$ cat src/rtl/seg_xlate_pkg.sv
// Shared types for the segment translator: the fault cause encoding.
package seg_xlate_pkg;
    typedef enum logic [1:0] {
        CAUSE_NONE  = 2'b00,
        CAUSE_NOSEG = 2'b01,
        CAUSE_BOUND = 2'b10
    } seg_cause_e;
endpackage

$ cat src/rtl/seg_map_regs.sv
// Segment map storage. It holds one base/bound/valid set per entry in flops.
// Assumes the caller presents the privilege of each write on wr_kernel.
// Writes from user mode are dropped and reported one cycle later on denied_o.
module seg_map_regs #(
    parameter int N_SEG  = 8,
    parameter int IDX_W  = 3,
    parameter int BASE_W = 16,
    parameter int BND_W  = 16
) (
    input  logic                           clk,
    input  logic                           rst_n,
    input  logic                           wr_en,
    input  logic                           wr_kernel,
    input  logic [IDX_W-1:0]               wr_idx,
    input  logic [BASE_W-1:0]              wr_base,
    input  logic [BND_W-1:0]               wr_bound,
    input  logic                           wr_valid,
    output logic [N_SEG-1:0][BASE_W-1:0]   base_o,
    output logic [N_SEG-1:0][BND_W-1:0]    bound_o,
    output logic [N_SEG-1:0]               valid_o,
    output logic                           denied_o
);
    logic wr_ok;

    // Qualify a write with kernel privilege
    always_comb wr_ok = wr_en && wr_kernel;

    for (genvar g = 0; g < N_SEG; g++) begin : g_ent
        // Hold one entry; clear to invalid on reset
        always_ff @(posedge clk) begin
            if (!rst_n) begin
                base_o[g]  <= '0;
                bound_o[g] <= '0;
                valid_o[g] <= 1'b0;
            end else if (wr_ok && (wr_idx == IDX_W'(g))) begin
                base_o[g]  <= wr_base;
                bound_o[g] <= wr_bound;
                valid_o[g] <= wr_valid;
            end
        end
    end

    // Flag a refused user-mode write for one cycle
    always_ff @(posedge clk) begin
        if (!rst_n) denied_o <= 1'b0;
        else        denied_o <= wr_en && !wr_kernel;
    end
endmodule

$ cat src/rtl/seg_xlate_calc.sv
// Combinational lookup. It splits the address, picks the entry, checks the
// bound and forms base+offset. An invalid entry takes priority over a bound
// fault. The address is forced to zero on any fault.
module seg_xlate_calc
    import seg_xlate_pkg::*;
#(
    parameter int N_SEG  = 8,
    parameter int SEG_W  = 3,
    parameter int VA_W   = 16,
    parameter int PA_W   = 16,
    parameter int BND_W  = 16
) (
    input  logic [VA_W-1:0]              vaddr,
    input  logic [N_SEG-1:0][PA_W-1:0]   base_i,
    input  logic [N_SEG-1:0][BND_W-1:0]  bound_i,
    input  logic [N_SEG-1:0]             valid_i,
    output logic [PA_W-1:0]              paddr,
    output seg_cause_e                   cause
);
    localparam int OFF_W = VA_W - SEG_W;
    localparam int CMP_W = (OFF_W > BND_W) ? OFF_W : BND_W;

    logic [SEG_W-1:0] seg;
    logic [OFF_W-1:0] off;
    logic [PA_W-1:0]  sel_base;
    logic [BND_W-1:0] sel_bound;
    logic             sel_valid;
    logic             over;

    // Split the virtual address into segment number and offset
    always_comb begin
        seg = vaddr[VA_W-1 -: SEG_W];
        off = vaddr[OFF_W-1:0];
    end

    // Select the addressed entry
    always_comb begin
        sel_base  = base_i[seg];
        sel_bound = bound_i[seg];
        sel_valid = valid_i[seg];
    end

    // Compare the offset with the bound and pick the fault cause
    always_comb begin
        over = CMP_W'(off) > CMP_W'(sel_bound);
        if (!sel_valid)  cause = CAUSE_NOSEG;
        else if (over)   cause = CAUSE_BOUND;
        else             cause = CAUSE_NONE;
    end

    // Form the physical address, zero when faulting
    always_comb begin
        if (cause == CAUSE_NONE) paddr = sel_base + PA_W'(off);
        else                     paddr = '0;
    end
endmodule

$ cat src/rtl/seg_xlate_rsp.sv
// Response register with a valid/ready handshake on each side.
// It captures one result per accepted request and holds it until taken.
// The ready output depends combinationally on rsp_ready.
module seg_xlate_rsp
    import seg_xlate_pkg::*;
#(
    parameter int PA_W = 16
) (
    input  logic             clk,
    input  logic             rst_n,
    input  logic             req_valid,
    output logic             req_ready,
    input  logic [PA_W-1:0]  paddr_i,
    input  seg_cause_e       cause_i,
    output logic             rsp_valid,
    input  logic             rsp_ready,
    output logic [PA_W-1:0]  rsp_paddr,
    output logic             rsp_err,
    output logic [1:0]       rsp_cause
);
    logic accept;

    // Accept when the output slot is empty or being drained
    always_comb begin
        req_ready = !rsp_valid || rsp_ready;
        accept    = req_valid && req_ready;
    end

    // Track occupancy of the response slot
    always_ff @(posedge clk) begin
        if (!rst_n)        rsp_valid <= 1'b0;
        else if (accept)   rsp_valid <= 1'b1;
        else if (rsp_ready) rsp_valid <= 1'b0;
    end

    // Capture the translation result on acceptance
    always_ff @(posedge clk) begin
        if (!rst_n) begin
            rsp_paddr <= '0;
            rsp_err   <= 1'b0;
            rsp_cause <= 2'b00;
        end else if (accept) begin
            rsp_paddr <= paddr_i;
            rsp_err   <= (cause_i != CAUSE_NONE);
            rsp_cause <= cause_i;
        end
    end
endmodule

$ cat src/rtl/seg_xlate.sv
// Segment-based address translator top. It joins the map storage, the lookup
// and the response register. A map write and a request in the same cycle
// resolve with the request seeing the old map.
module seg_xlate
    import seg_xlate_pkg::*;
#(
    parameter int VA_W  = 16,
    parameter int SEG_W = 3,
    parameter int PA_W  = 16,
    parameter int BND_W = 16
) (
    input  logic             clk,
    input  logic             rst_n,
    input  logic             cfg_wr_en,
    input  logic             cfg_wr_kernel,
    input  logic [SEG_W-1:0] cfg_wr_idx,
    input  logic [PA_W-1:0]  cfg_wr_base,
    input  logic [BND_W-1:0] cfg_wr_bound,
    input  logic             cfg_wr_valid,
    output logic             cfg_wr_denied,
    input  logic             req_valid,
    output logic             req_ready,
    input  logic [VA_W-1:0]  req_vaddr,
    output logic             rsp_valid,
    input  logic             rsp_ready,
    output logic [PA_W-1:0]  rsp_paddr,
    output logic             rsp_err,
    output logic [1:0]       rsp_cause
);
    localparam int N_SEG = 1 << SEG_W;

    logic [N_SEG-1:0][PA_W-1:0]  map_base;
    logic [N_SEG-1:0][BND_W-1:0] map_bound;
    logic [N_SEG-1:0]            map_valid;
    logic [PA_W-1:0]             calc_paddr;
    seg_cause_e                  calc_cause;

    seg_map_regs #(
        .N_SEG(N_SEG), .IDX_W(SEG_W), .BASE_W(PA_W), .BND_W(BND_W)
    ) i_map (
        .clk(clk), .rst_n(rst_n),
        .wr_en(cfg_wr_en), .wr_kernel(cfg_wr_kernel), .wr_idx(cfg_wr_idx),
        .wr_base(cfg_wr_base), .wr_bound(cfg_wr_bound), .wr_valid(cfg_wr_valid),
        .base_o(map_base), .bound_o(map_bound), .valid_o(map_valid),
        .denied_o(cfg_wr_denied)
    );

    seg_xlate_calc #(
        .N_SEG(N_SEG), .SEG_W(SEG_W), .VA_W(VA_W), .PA_W(PA_W), .BND_W(BND_W)
    ) i_calc (
        .vaddr(req_vaddr), .base_i(map_base), .bound_i(map_bound),
        .valid_i(map_valid), .paddr(calc_paddr), .cause(calc_cause)
    );

    seg_xlate_rsp #(.PA_W(PA_W)) i_rsp (
        .clk(clk), .rst_n(rst_n),
        .req_valid(req_valid), .req_ready(req_ready),
        .paddr_i(calc_paddr), .cause_i(calc_cause),
        .rsp_valid(rsp_valid), .rsp_ready(rsp_ready),
        .rsp_paddr(rsp_paddr), .rsp_err(rsp_err), .rsp_cause(rsp_cause)
    );
endmodule

$ cat config.mk
export PLATFORM = sky130hd
export DESIGN_NAME = seg_xlate
export DESIGN_NICKNAME = d
export VERILOG_FILES = /design/src/rtl/seg_xlate_pkg.sv /design/src/rtl/seg_map_regs.sv /design/src/rtl/seg_xlate_calc.sv /design/src/rtl/seg_xlate_rsp.sv /design/src/rtl/seg_xlate.sv
export SDC_FILE = /design/constraint.sdc
export NUM_CORES = 1
export LEC_CHECK = 0
export CAP_MARGIN = 20
export CORE_ASPECT_RATIO = 0.5
export CORE_MARGIN = 2
export CORE_UTILIZATION = 30
export DETAILED_ROUTE_END_ITERATION = 10
export DONT_BUFFER_PORTS = 1
export HOLD_SLACK_MARGIN = 0.08
export RECOVER_POWER = 25
export SKIP_CTS_REPAIR_TIMING = 1
export SYNTH_ARGS = -nofsm -noshare
export SYNTH_HDL_FRONTEND = slang
export SYNTH_SLANG_ARGS = --single-unit
export TNS_END_PERCENT = 1
$ cat constraint.sdc
create_clock -name clk -period 3.7 [get_ports clk]
set_clock_uncertainty 0.2 [all_clocks]
set_input_delay 0.185 -clock clk [delete_from_list [all_inputs] [get_ports clk]]
set_output_delay 0.185 -clock clk [all_outputs]
set_load 0.005 [all_outputs]
# [Word-level counts from Yosys, hierarchy flattened]
# Cells that the tools add are included.
# Widths: inputs -> output; s select.
[totals] ram_bits=0 memories=0 latchBits=0 rom_bits=0 reg_bits=285 output_inout_bits=22 word_cells=68 input_bits=58
[op_classes] addsub=1 multipliers=0 muxes=11 magnitude_cmp=2 div_mod_pow=0 reduce_logical=18 n_shift=0 bitwise=0 eq_ne=7
[op_table] op="$bmux 16 s3" n=2
[op_table] op="$mux 16" n=3
[op_table] op="$add 16x13->16" n=1
[op_table] op="$gt 13x16->1" n=1
[op_table] op="$eq 3x3->1 const B" n=4
[op_table] op="$logic_and 1x1->1" n=11
[op_table] op="$eq 3x2->1 const B" n=2
[op_table] op="$lt 3x4->1 const B" n=1
[op_table] op="$mux 2" n=2
[op_table] op="$reduce_bool 2->1" n=2
[op_table] op="$bmux 1 s3" n=1
[op_table] op="$eq 3x1->1 const B" n=1
[op_table] op="$logic_not 3->1" n=1
[op_table] op="$mux 1" n=3
[op_table] op="$logic_not 1->1" n=2
[op_table] op="$logic_not 2->1" n=1
[op_table] op="$logic_or 1x1->1" n=1

# [Depth between registers and ports, before layout]
# Gate-level depths: netlist of the first run.
[logic_depth] depth_word=7 depth_mapped=13 mapped_depth_nobuf=10

# [Cells and area by module]
# From an unflattened synthesis of the first run, not the netlist that was laid out.
[unflattened] cells_unflattened=1242 hier_area_um2=13133.8
[by_module_without_submodules] module="seg_map_regs" seq_area_each_um2=5305.1 area_per_inst_um2=9465.3 n_inst=1 cells_per_inst=900
[by_module_without_submodules] module="seg_xlate_calc" seq_area_each_um2=0.0 area_per_inst_um2=2844.0 n_inst=1 cells_per_inst=255
[by_module_without_submodules] module="seg_xlate_rsp" seq_area_each_um2=400.4 area_per_inst_um2=824.5 n_inst=1 cells_per_inst=87

# [Worst setup path after synthesis of the first run]
# Ideal clock, no wire load.
[synth_path] kind="input-to-reg" start="in req_vaddr[13]" end="reg i_rsp.rsp_paddr[14]" n_path_buf=3 stages=13 t_arrival_ps=3199 t_required_ps=3414 slack_ps=216 setup_ps=86 path_cell_list="buf_6 -> buf_6 -> buf_2 -> mux4_2 -> mux2_2 -> ha_1 -> fa_1 -> a211oi_1 -> o21a_1 -> o21ai_0 -> o211ai_2 -> xnor2_1 -> o31ai_2"
[synth_between] elab_chain_len=7 word_cells_on_any_way=12 classes_between="add/sub: 1; order compare: 1; mux: 9; reduce/logical: 1"
[synth_lines] item="start, declared" line="seg_xlate.sv:23" text="input logic [VA_W-1:0] req_vaddr,"
[synth_lines] item="$bmux 16 s3" line="seg_xlate_calc.sv:39" text="sel_bound = bound_i[seg];"
[synth_lines] item="$mux 16 (implied by the code)" line="seg_xlate_calc.sv:39"
[synth_lines] item="$gt 13x16->1" line="seg_xlate_calc.sv:45" text="over = CMP_W'(off) > CMP_W'(sel_bound);"
[synth_lines] item="$mux 2" line="seg_xlate_calc.sv:47" text="else if (over) cause = CAUSE_BOUND;"
[synth_lines] item="$mux 2" line="seg_xlate_calc.sv:46" text="if (!sel_valid) cause = CAUSE_NOSEG;"
[synth_lines] item="$logic_not 2->1" line="seg_xlate_calc.sv:53" text="if (cause == CAUSE_NONE) paddr = sel_base + PA_W'(off);"
[synth_lines] item="$mux 16 (*)" line="seg_xlate_calc.sv:53"
[synth_lines] item="end signal, assigned" line="seg_xlate_rsp.sv:43" text="rsp_paddr <= paddr_i;"
[synth_lines] item="end, declared" line="seg_xlate_rsp.sv:17" text="output logic [PA_W-1:0] rsp_paddr,"
# Mark *: on every way between the ends. The rest lies on a longest branch, timed or not. The select of a mux whose other input is x is not followed.
# A chain may end at the register's enable or synchronous reset.

# [Final worst setup path of the first run]
[layout_path] start="reg i_map.base_o[112] (netlist bit)" end="reg i_rsp.rsp_paddr[4]"
[layout_between] elab_chain_len=4
[layout_lines] item="start, declared" line="seg_map_regs.sv:18" text="output logic [N_SEG-1:0][BASE_W-1:0] base_o,"
[layout_lines] item="start signal, assigned by index" line="seg_map_regs.sv:36" text="base_o[g] <= wr_base;"
[layout_lines] item="$bmux 16 s3" line="seg_xlate_calc.sv:38" text="sel_base = base_i[seg];"
[layout_lines] item="$mux 16 (implied by the code)" line="seg_xlate_calc.sv:38"
[layout_lines] item="$add 16x13->16" line="seg_xlate_calc.sv:53"
[layout_lines] item="$mux 16" line="seg_xlate_calc.sv:53"
# No other way between the ends. The select of a mux whose other input is x is not followed.

==> flow_metrics.tcl, run 1 <==
set metrics [dict create \
    insertion_delay_ns 0.57 \
    die-area_sq_mm 0.0467 \
    cts_buffers 30 \
    cts_tree "yes" \
    hpwl_mm 21.9 \
    ys_async_sr_fraction 0 \
    arrival_ns 3.80 \
    fin_setup_tns_ns 0 \
    drv_slew 34 \
    synthXorXnorAreaFrac 0.00845 \
    critPathLaunchType "flip-flop" \
    worstHoldPathType "in -> reg" \
    fin_crit_sh 0.946 \
    num_io_pins 80 \
    ys_ff_latch 285 \
    violations "capacitance limit, slew limit" \
    grt_use_met3 0.0310 \
    dieHeight_um 154 \
    cp.required_ns 4.00 \
    io_buffers 0 \
    syn-num-nets 1601 \
    grt_pass1_wl_mm 59.9 \
    syn2layout_area_growth_pct 15.2 \
    ys_warn_count 0 \
    drive_gt1_frac 0.106 \
    clk_path_buf_depth 3 \
    wl_per_cell_um 19.0 \
    rows 54 \
    synth_edf_count 0 \
    grt.total_usage 0.164 \
    firstDrtPassIters 5 \
    fill_cells 4434 \
    placedCellCount 1974 \
    cp_max_fo 3 \
    cp_cell_sequence "mux4_2 -> mux2_2 -> ha_1 -> fa_1 -> a21o_1 -> a21oi_1 -> xor2_1 -> dlygate4sd3_1 -> or4_4 -> a21boi_2" \
    r2r_slack_ns 0.20 \
    p_leak_nw 5.15 \
    syn_avg_cell_area_sq_um 8.89 \
    use_met2 0.285 \
    htree_levels 1 \
    stdcell_count 2107 \
    tightest_slew_ns 2.43 \
    grt_pass1_vias 9749 \
    whs_ns 0.0306 \
    finalWirelength_mm 40.1 \
    antenna_found_initial 5 \
    grt-ovfl-total 0 \
    synth_ff_type "dfxtp_1" \
    grt.busiest_layer "met2" \
    setup_violations 0 \
    placed_area_sq_mm 0.0137 \
    syn_area_sq_mm 0.0135 \
    ys_types 61 \
    vias 10500 \
    synth_top_area_share 0.423 \
    drt_iter0_markers 863 \
    fmaxAchievable_mhz 286 \
    crit_path_max_incr_delay_ns 0.55 \
    synth_top_family_by_area "compound AO/OA/AOI/OAI gates" \
    clock-sinks 285 \
    slowest_stage "dlygate4sd3_1" \
    synthAdderAreaFrac 0.0256 \
    synth-simple-area-share 0.181 \
    drtAntennaViolNets 0 \
    grt_max_degree 287 \
    peakVddDrop_uv 229 \
    power_density_mw_per_mm2 423 \
    route.detailed.drc 0 \
    fin_area_sq_mm 0.0155 \
    synth_common_cells "543 x nand2_1, 285 x dfxtp_1, 266 x a21boi_0, 91 x clkbuf_1, 59 x mux4_2" \
    rsz0062_at_grt "false" \
    vias_per_cell 4.96 \
    die_x_um 304 \
    synth.area.top_cells "dfxtp_1 42%, nand2_1 15%, a21boi_0 15%" \
    core_region_area_sq_mm 0.0439 \
    relSlewSlack -0.617 \
    hold_viol_final 0 \
    outcome "complete, but fails checks" \
    cp_top_family "multiplexers" \
    yosysMostFrequentCell "nand2_1" \
    crit_type "reg -> reg" \
    synth-compound-area-share 0.186 \
    ctsRootBufferMaster "clkbuf_16" \
    yosys.area.top_type "dfxtp_1" \
    syn_inst 1516 \
    synthMuxAreaShare 0.127 \
    worstSetupEndpointType "flip-flop" \
    crit_buf_inv 1 \
    fin_nets 1580 \
    layout_min_cycle_time_ns 3.50 \
    total_power_mw 6.57 \
    start_util 0.307 \
    cap_violations 1 \
    gp_congestion 0.839 \
    grt_util_met1 0.213 \
    synth-seq-area-share 0.423 \
    clk_pin_slew_worst_paths_ns 0.06 \
]
## worst paths after layout
check                            startpoint                               end  cells after the start
min reg2reg   i_map.valid_o[4]$_SDFFE_PN0P_     i_map.valid_o[4]$_SDFFE_PN0P_                      2
min                           req_vaddr[15]  i_rsp.rsp_paddr[12]$_SDFFE_PN0P_                      4
max          i_map.base_o[112]$_SDFFE_PN0P_   i_rsp.rsp_paddr[4]$_SDFFE_PN0P_                     10
max reg2reg  i_map.base_o[112]$_SDFFE_PN0P_   i_rsp.rsp_paddr[4]$_SDFFE_PN0P_                     10
## worst register-to-register path: cells and delay by family (launching register included)
family	cells	cell delay (ns)
buffers and inverters	1	0.55
xor gates and xnor gates	1	0.08
muxes	2	0.74
AOI/OAI and AO/OA	3	0.49
adders and majority gates	2	0.65
DFF	1	0.31
and+or+nand+nor	1	0.43
## kinds of logic after synthesis
logic type	Yosys count
and+or+nand+nor	612
AOI/OAI and AO/OA	337
DFF	285
buffers and inverters	150
muxes	92
adders and majority gates	27
xor gates and xnor gates	13
## cell type report
class / count / area, sq um / area share
inverter: 5 / 18.8 / 0.00121
antenna: 3 / 7.51 / 0.000484
tap: 588 / 736 / 0.0474
sequential: 285 / 5710 / 0.368
multi-input combinational: 1081 / 7170 / 0.462
timing repair buffer: 92 / 897 / 0.0578
clock buffer: 45 / 907 / 0.0584
clock inverter: 8 / 80.1 / 0.00516
## metal layers
layer / up-vias / share of wire / routed length (um)
li1: 5100 / - / -
met2: 254 / 0.48 / 19400
met5: - / 0.00030 / 12
met4: 2 / 0.021 / 831
met1: 5041 / 0.44 / 17800
met3: 56 / 0.053 / 2110
## flip-flops by register name, summed over array words and instances, names as in the netlist
register and flops:
i_map.base_o 128, i_map.bound_o 128, i_map.denied_o 1, i_map.valid_o 8, i_rsp.rsp_cause 2, i_rsp.rsp_err 1
i_rsp.rsp_paddr 16, i_rsp.rsp_valid 1
## cell usage in the layout (no fill, tap or decap), types with 6 or more instances in the layout
cell type / count
nand2_1: 543
dfxtp_1: 285
a21boi_0: 266
dlygate4sd3_1: 76
mux4_2: 59
clkbuf_16: 30
ha_1: 26
a21oi_1: 18
mux2i_1: 16
nand3_1: 14
mux2_2: 14
buf_4: 14
clkbuf_8: 10
o21ai_0: 8
or2_2: 8
xor2_1: 8
nor2_1: 7
o31ai_1: 6
nor2_4: 6
clkbuf_1: 6
## stage by stage
stage,worst slack (ns),utilization
finish,0.199,0.353
global route,0.0990,0.353
CTS,0.536,0.336
global placement,0.560,0.313
detailed placement,0.559,0.313
floorplan,0.216,-
## report_power, final
part | internal (mW) | leakage (nW) | switching (mW)
combinational | 0.197 | 2.36 | 0.233
sequential | 3.11 | 2.30 | 0.0196
clock | 1.75 | 0.493 | 1.26
Power figures use the tool's default switching activity.
==> inputs of run 2 (changes only) <==
ABC_AREA = 1   (was unset)
CELL_PAD_IN_SITES_DETAIL_PLACEMENT = 1   (was unset)
CELL_PAD_IN_SITES_GLOBAL_PLACEMENT = 2   (was unset)
HOLD_SLACK_MARGIN = 0.05   (was 0.08)
PLACE_DENSITY_LB_ADDON = 0.1   (was unset)
==> run 2 against run 1 <==
  * The flow finishes with violations (hold timing, capacitance limit, slew limit)
  * Register-to-register slack gained 0.47 ns
  * Combinational power grew 93%
  * Count of clock-buffer cells in the layout shrank 2
  * Area after synthesis shrank 2.6%
  * Core utilization shrank 0.75 points
  * First-iteration DRC count shrank 3.5%
  * Die area shrank 2.5%
  * Global-route usage grew 6.9 points
  * Cell count grew 19%
  * Largest cell class unchanged
  * Highest routed layer unchanged
==> flow_metrics.tcl, run 2 <==
set metrics [dict create \
    clkPwrFrac 0.428 \
    gp_congestion 0.865 \
    layout_commonest_cell "nor2_1" \
    num_io_pins 80 \
    grt_max_degree 279 \
    synth_edf_count 0 \
    cp.required_ns 3.94 \
    arrival_ns 3.36 \
    stdcell_count 2509 \
    ys_async_sr_fraction 0 \
    power_density_mw_per_mm2 468 \
    p_seq_frac 0.454 \
    cts_tree "yes" \
    grt.total_usage 0.233 \
    hold_viol_final 4 \
    ys_types 33 \
    final_cell_mix "691 x nor2_1, 399 x o21ai_0, 285 x dfxtp_1" \
    ys_ff_latch 285 \
    synth-seq-area-share 0.434 \
    synth.area.top_cells "dfxtp_1 43%, nor2_1 20%, o21ai_0 15%" \
    syn_inst 1929 \
    worstSetupEndpointType "flip-flop" \
    cap_violations 4 \
    drv_slew 136 \
    antenna_found_initial 6 \
    synth_common_cells "695 x nor2_1, 399 x o21ai_0, 285 x dfxtp_1, 127 x nand2_1, 93 x clkbuf_1" \
    power_frac_comb 0.118 \
    vias_per_cell 5.18 \
    grt_pass1_vias 12900 \
    grt_pass1_wl_mm 81.5 \
    clk_pin_slew_worst_paths_ns 0.07 \
    wl_per_cell_um 21.8 \
    io_buffers 0 \
    syn_area_sq_mm 0.0131 \
    p_sw_mw 1.96 \
    p_leak_nw 6.50 \
    worstHoldPathType "in -> reg" \
    drtAntennaViolNets 0 \
    yosys.area.top_type "dfxtp_1" \
    die-area_sq_mm 0.0456 \
    peakVddDrop_uv 349 \
    clk_path_buf_depth 3 \
    total_power_mw 7.02 \
    fill_cells 5412 \
    insertion_delay_ns 0.60 \
    ctsRootBufferMaster "clkbuf_16" \
    cp_cell_sequence "inv_4 -> buf_4 -> o21ai_0 -> o22ai_1 -> nor2_1 -> a31oi_1 -> ha_1 -> fa_1 -> nand3_1 -> nand3_1 -> nand4_1 -> nand2_1 -> xnor2_1 -> nand3b_1 -> a21oi_1" \
    fin_setup_tns_ns 0 \
    setup_violations 0 \
    placedCellCount 2395 \
    rows 54 \
    route.detailed.drc 0 \
    synth_top_area_share 0.434 \
    cpMostUsedCell "nand3_1" \
    slowest_stage "inv_4" \
    critPathLaunchType "input port" \
    tightest_slew_ns 2.76 \
    fin_nets 1982 \
    crit_type "in -> reg" \
    drt_iter0_markers 833 \
    fin_crit_sh 0.841 \
    drive_gt1_frac 0.0464 \
    syn2layout_area_growth_pct 14.3 \
    crit_path_max_incr_delay_ns 0.43 \
    core_region_area_sq_mm 0.0434 \
    grt-ovfl-total 0 \
    syn-num-nets 2014 \
    cts_buffers 29 \
    placed_area_sq_mm 0.0135 \
    start_util 0.303 \
    cp_max_fo 126 \
    internal-power_mw 5.06 \
    ys_warn_count 0 \
    largestRegisters "i_map.base_o: 128 flops, i_map.bound_o: 128 flops, i_rsp.rsp_paddr: 16 flops" \
    vias 13000 \
    dieHeight_um 152 \
    firstDrtPassIters 5 \
    layout_min_cycle_time_ns 3.11 \
    crit_buf_inv 2 \
    syn_avg_cell_area_sq_um 6.81 \
    relSlewSlack -0.840 \
    htree_levels 1 \
    switching_share 0.279 \
    synth_ff_type "dfxtp_1" \
    fmaxAchievable_mhz 321 \
    outcome "complete, but fails checks" \
    yosysMostFrequentCell "nor2_1" \
    whs_ns -0.00420 \
    fin_util 0.346 \
    clock-sinks 285 \
    violations "hold timing, capacitance limit, slew limit" \
    finalWirelength_mm 54.6 \
    die_x_um 300 \
    cp_top_family "buffers and inverters" \
    rsz0062_at_grt "false" \
    fin_area_sq_mm 0.0150 \
    hpwl_mm 32.8 \
]
-- run 2: cell types whose count changed after synthesis, sizes merged, moves of 16 or more --
cell | before | now
nor2 | 13 | 696
a21oi | 18 | 52
mux2i | 16 | 0
o22ai | 0 | 28
inv | 5 | 58
a21boi | 270 | 0
nand2 | 543 | 131
mux4 | 61 | 0
o21ai | 9 | 403
-- run 2: final timing paths --
kind,startpoint,to,slack [ns],cells past startpoint
max,req_vaddr[13],i_rsp.rsp_paddr[8]$_SDFFE_PN0P_,0.59,15
min reg2reg,i_map.bound_o[62]$_SDFFE_PN0P_,i_map.bound_o[62]$_SDFFE_PN0P_,0.26,2
min,rst_n,i_map.base_o[81]$_SDFFE_PN0P_,-0.004,3
max reg2reg,i_map.base_o[81]$_SDFFE_PN0P_,i_rsp.rsp_paddr[8]$_SDFFE_PN0P_,0.67,13
-- run 2: worst min-delay path: stages --
cell     delay [ns]
buf_16         0.30
o21ai_0        0.19
nor2_1         0.05
-- run 2: layout make-up --
class	instances	area [sq um]	share of cell area
Antenna cell	3	7.51	0.000500
Clock buffer	43	838	0.0559
Clock inverter	9	92.6	0.00617
Inverter	66	250	0.0167
Multi-Input combinational cell	1420	6490	0.432
Sequential cell	285	5710	0.380
Tap cell	588	736	0.0490
Timing Repair Buffer	95	888	0.0592
-- run 2: through the flow --
step / setup WS, ns / hold WS [ns]
after floorplan: 1.04 / 0.0565
after global placement: 0.170 / 0.0567
after detailed placement: 0.166 / 0.0592
after CTS: 0.728 / -0.588
after global routing: 0.415 / 0.0498
final: 0.587 / -0.00420
-- run 2: power groups by stage --
| stage | combinational, mW | sequential, mW | clock [mW] |
|---|---|---|---|
| CTS | 0.686 | 3.19 | 3.10 |
| finish | 0.832 | 3.19 | 3.01 |
| floorplan | 0.549 | 3.24 | 0 |
| global route | 0.926 | 3.19 | 3.21 |
| global placement | 0.672 | 3.25 | 0 |
| detailed placement | 0.683 | 3.26 | 0 |
-- run 2: per-layer routing --
metal  global-route usage  wire length, um  vias to the layer above
li1                     -                -                     6208
met1                0.345            28700                     6493
met2                0.351            22600                      230
met3               0.0470             2640                       54
met4               0.0386              717                        4
met5                    0               24                        -
-- run 2: cell families after synthesis --
family,Yosys count,synth area share
simple gates,868,0.255
compound gates,515,0.206
flops,285,0.434
buf+inv,224,0.0720
fa+ha+maj,27,0.0263
xor+xnor,10,0.00667
==> inputs of run 3 (changes only) <==
ABC_AREA = 0   (was 1)
clock period = 3.15 ns   (was 3.7 ns; I/O delays follow)
==> run 3 against run 2 <==
  * The flow still finishes with violations (hold timing, capacitance limit, slew limit)
  * Non-clock buffer count grew 261
  * Core utilization up 6.9 points
  * Sequential cell count unchanged
  * Hold slack lost 0.025 ns
  * Routed wire length fell by 6.5%
  * Die area is 2.6% higher
  * Clock power up 24%
  * Power rose by 13%
  * First-iteration DRC count shrank 23%
  * Register-to-register slack got worse by 0.57 ns
  * Count of clock-buffer cells in the layout up 4
==> flow_metrics.tcl, run 3 (synthesis results as in run 1) <==
set metrics [dict create \
    drt_iter0_markers 639 \
    core_region_area_sq_mm 0.0439 \
    hp-start "cfg_wr_kernel" \
    whs_ns -0.0289 \
    hpwl_mm 28.3 \
    grt_pass1_wl_mm 70.4 \
    cp_top_family "compound AO/OA/AOI/OAI gates" \
    crit_type "reg -> reg" \
    multi_input_area_sq_mm 0.00722 \
    drive_gt1_frac 0.101 \
    drv_slew 32 \
    drtAntennaViolNets 0 \
    p_leak_nw 6.94 \
    ff_latch_area_sq_mm 0.00571 \
    layout_commonest_cell "nand2_1" \
    violations "hold timing, capacitance limit, slew limit" \
    slowest_stage "mux4_2" \
    outcome "complete, but fails checks" \
    cts_tree "yes" \
    clk_path_buf_depth 3 \
    io_buffers 0 \
    firstDrtPassIters 7 \
    route.detailed.drc 0 \
    die-area_sq_mm 0.0467 \
    dieHeight_um 154 \
    fin_crit_sh 0.969 \
    insertion_delay_ns 0.58 \
    fmaxAchievable_mhz 327 \
    cts_buffers 30 \
    worstHoldPathType "in -> reg" \
    antenna_found_initial 3 \
    crit_buf_inv 0 \
    power_density_mw_per_mm2 436 \
    htree_levels 1 \
    syn2layout_area_growth_pct 35.2 \
    grt.total_usage 0.200 \
    fin_nets 1844 \
    layout_min_cycle_time_ns 3.05 \
    grt_max_degree 287 \
    cp_max_fo 4 \
    die_x_um 304 \
    grt-ovfl-total 0 \
    ctsRootBufferMaster "clkbuf_16" \
    fin_setup_tns_ns 0 \
    worstSetupEndpointType "flip-flop" \
    arrival_ns 3.34 \
    clk_pin_slew_worst_paths_ns 0.06 \
    clock-sinks 285 \
    crit_path_max_incr_delay_ns 0.47 \
    r2r-start "i_map.base_o[53]$_SDFFE_PN0P_" \
    rows 54 \
    vias 12000 \
    relSlewSlack -0.249 \
    start_util 0.307 \
    vias_per_cell 5.05 \
    rsz0062_at_grt "true" \
    num_io_pins 80 \
    cp-startpoint "i_map.base_o[53]$_SDFFE_PN0P_" \
    cp_cell_sequence "mux4_2 -> mux2_2 -> ha_1 -> and4_1 -> a221o_1 -> a211o_1 -> o211ai_1 -> xnor2_1 -> o31ai_2" \
    cp.required_ns 3.44 \
    peakVddDrop_uv 336 \
    largestRegisters "i_map.base_o: 128 flops, i_map.bound_o: 128 flops, i_rsp.rsp_paddr: 16 flops" \
    fill_cells 5024 \
    finalWirelength_mm 51.0 \
    grt_pass1_vias 11000 \
    cap_violations 2 \
    critPathLaunchType "flip-flop" \
    setup_violations 0 \
    tightest_slew_ns 1.87 \
    final_cell_mix "543 x nand2_1, 322 x dlygate4sd3_1, 285 x dfxtp_1" \
    r2r_slack_ns 0.1 \
    gp_congestion 0.731 \
    wl_per_cell_um 21.5 \
    hold_viol_final 1 \
]
run 3: final timing paths:
check,endpoint,cells past startpoint
max reg2reg,i_rsp.rsp_paddr[15]$_SDFFE_PN0P_,9
min,i_map.base_o[118]$_SDFFE_PN0P_,4
min reg2reg,i_map.base_o[68]$_SDFFE_PN0P_,2
max,i_rsp.rsp_paddr[15]$_SDFFE_PN0P_,9
run 3: report_power, final:
part / internal, mW / switching [mW]
Combinational: 0.287 / 0.267
Sequential: 3.65 / 0.0236
Clock: 2.18 / 1.54
Total: 6.11 / 1.84
run 3: routing by layer:
| metal | global-route usage | wire length [um] |
|---|---|---|
| met5 | 0 | 13 |
| met4 | 0.0424 | 1060 |
| met3 | 0.0317 | 1780 |
| met2 | 0.333 | 23800 |
| met1 | 0.275 | 24400 |
run 3: worst reg2reg max path: stages, from the launching register on:
cell,delay [ns]
dfxtp_1,0.31
mux4_2,0.47
mux2_2,0.32
ha_1,0.31
and4_1,0.23
a221o_1,0.30
a211o_1,0.31
o211ai_1,0.22
xnor2_1,0.12
o31ai_2,0.18
run 3: through the flow:
stage	power, mW	area, sq um	cells	worst slack (ns)	util
detailed placement	4.12	14000	1992	0.0233	0.318
global placement	4.11	14000	1992	0.0825	0.318
global route	8.24	18200	2367	-0.0338	0.415
floorplan	4.14	13500	1516	-0.00301	-
CTS	7.85	15000	2044	0.00485	0.341
finish	7.95	18200	2369	0.0964	0.415
run 3: layout make-up:
type                    count  share of cell area
multi-input cells        1081               0.396
flip-flops and latches    285               0.313
diodes                      2            0.000275
clock buffers              47              0.0492
clock inverters             5             0.00549
inverters                   5             0.00103
well taps                 588              0.0404
repair buffers            356               0.194
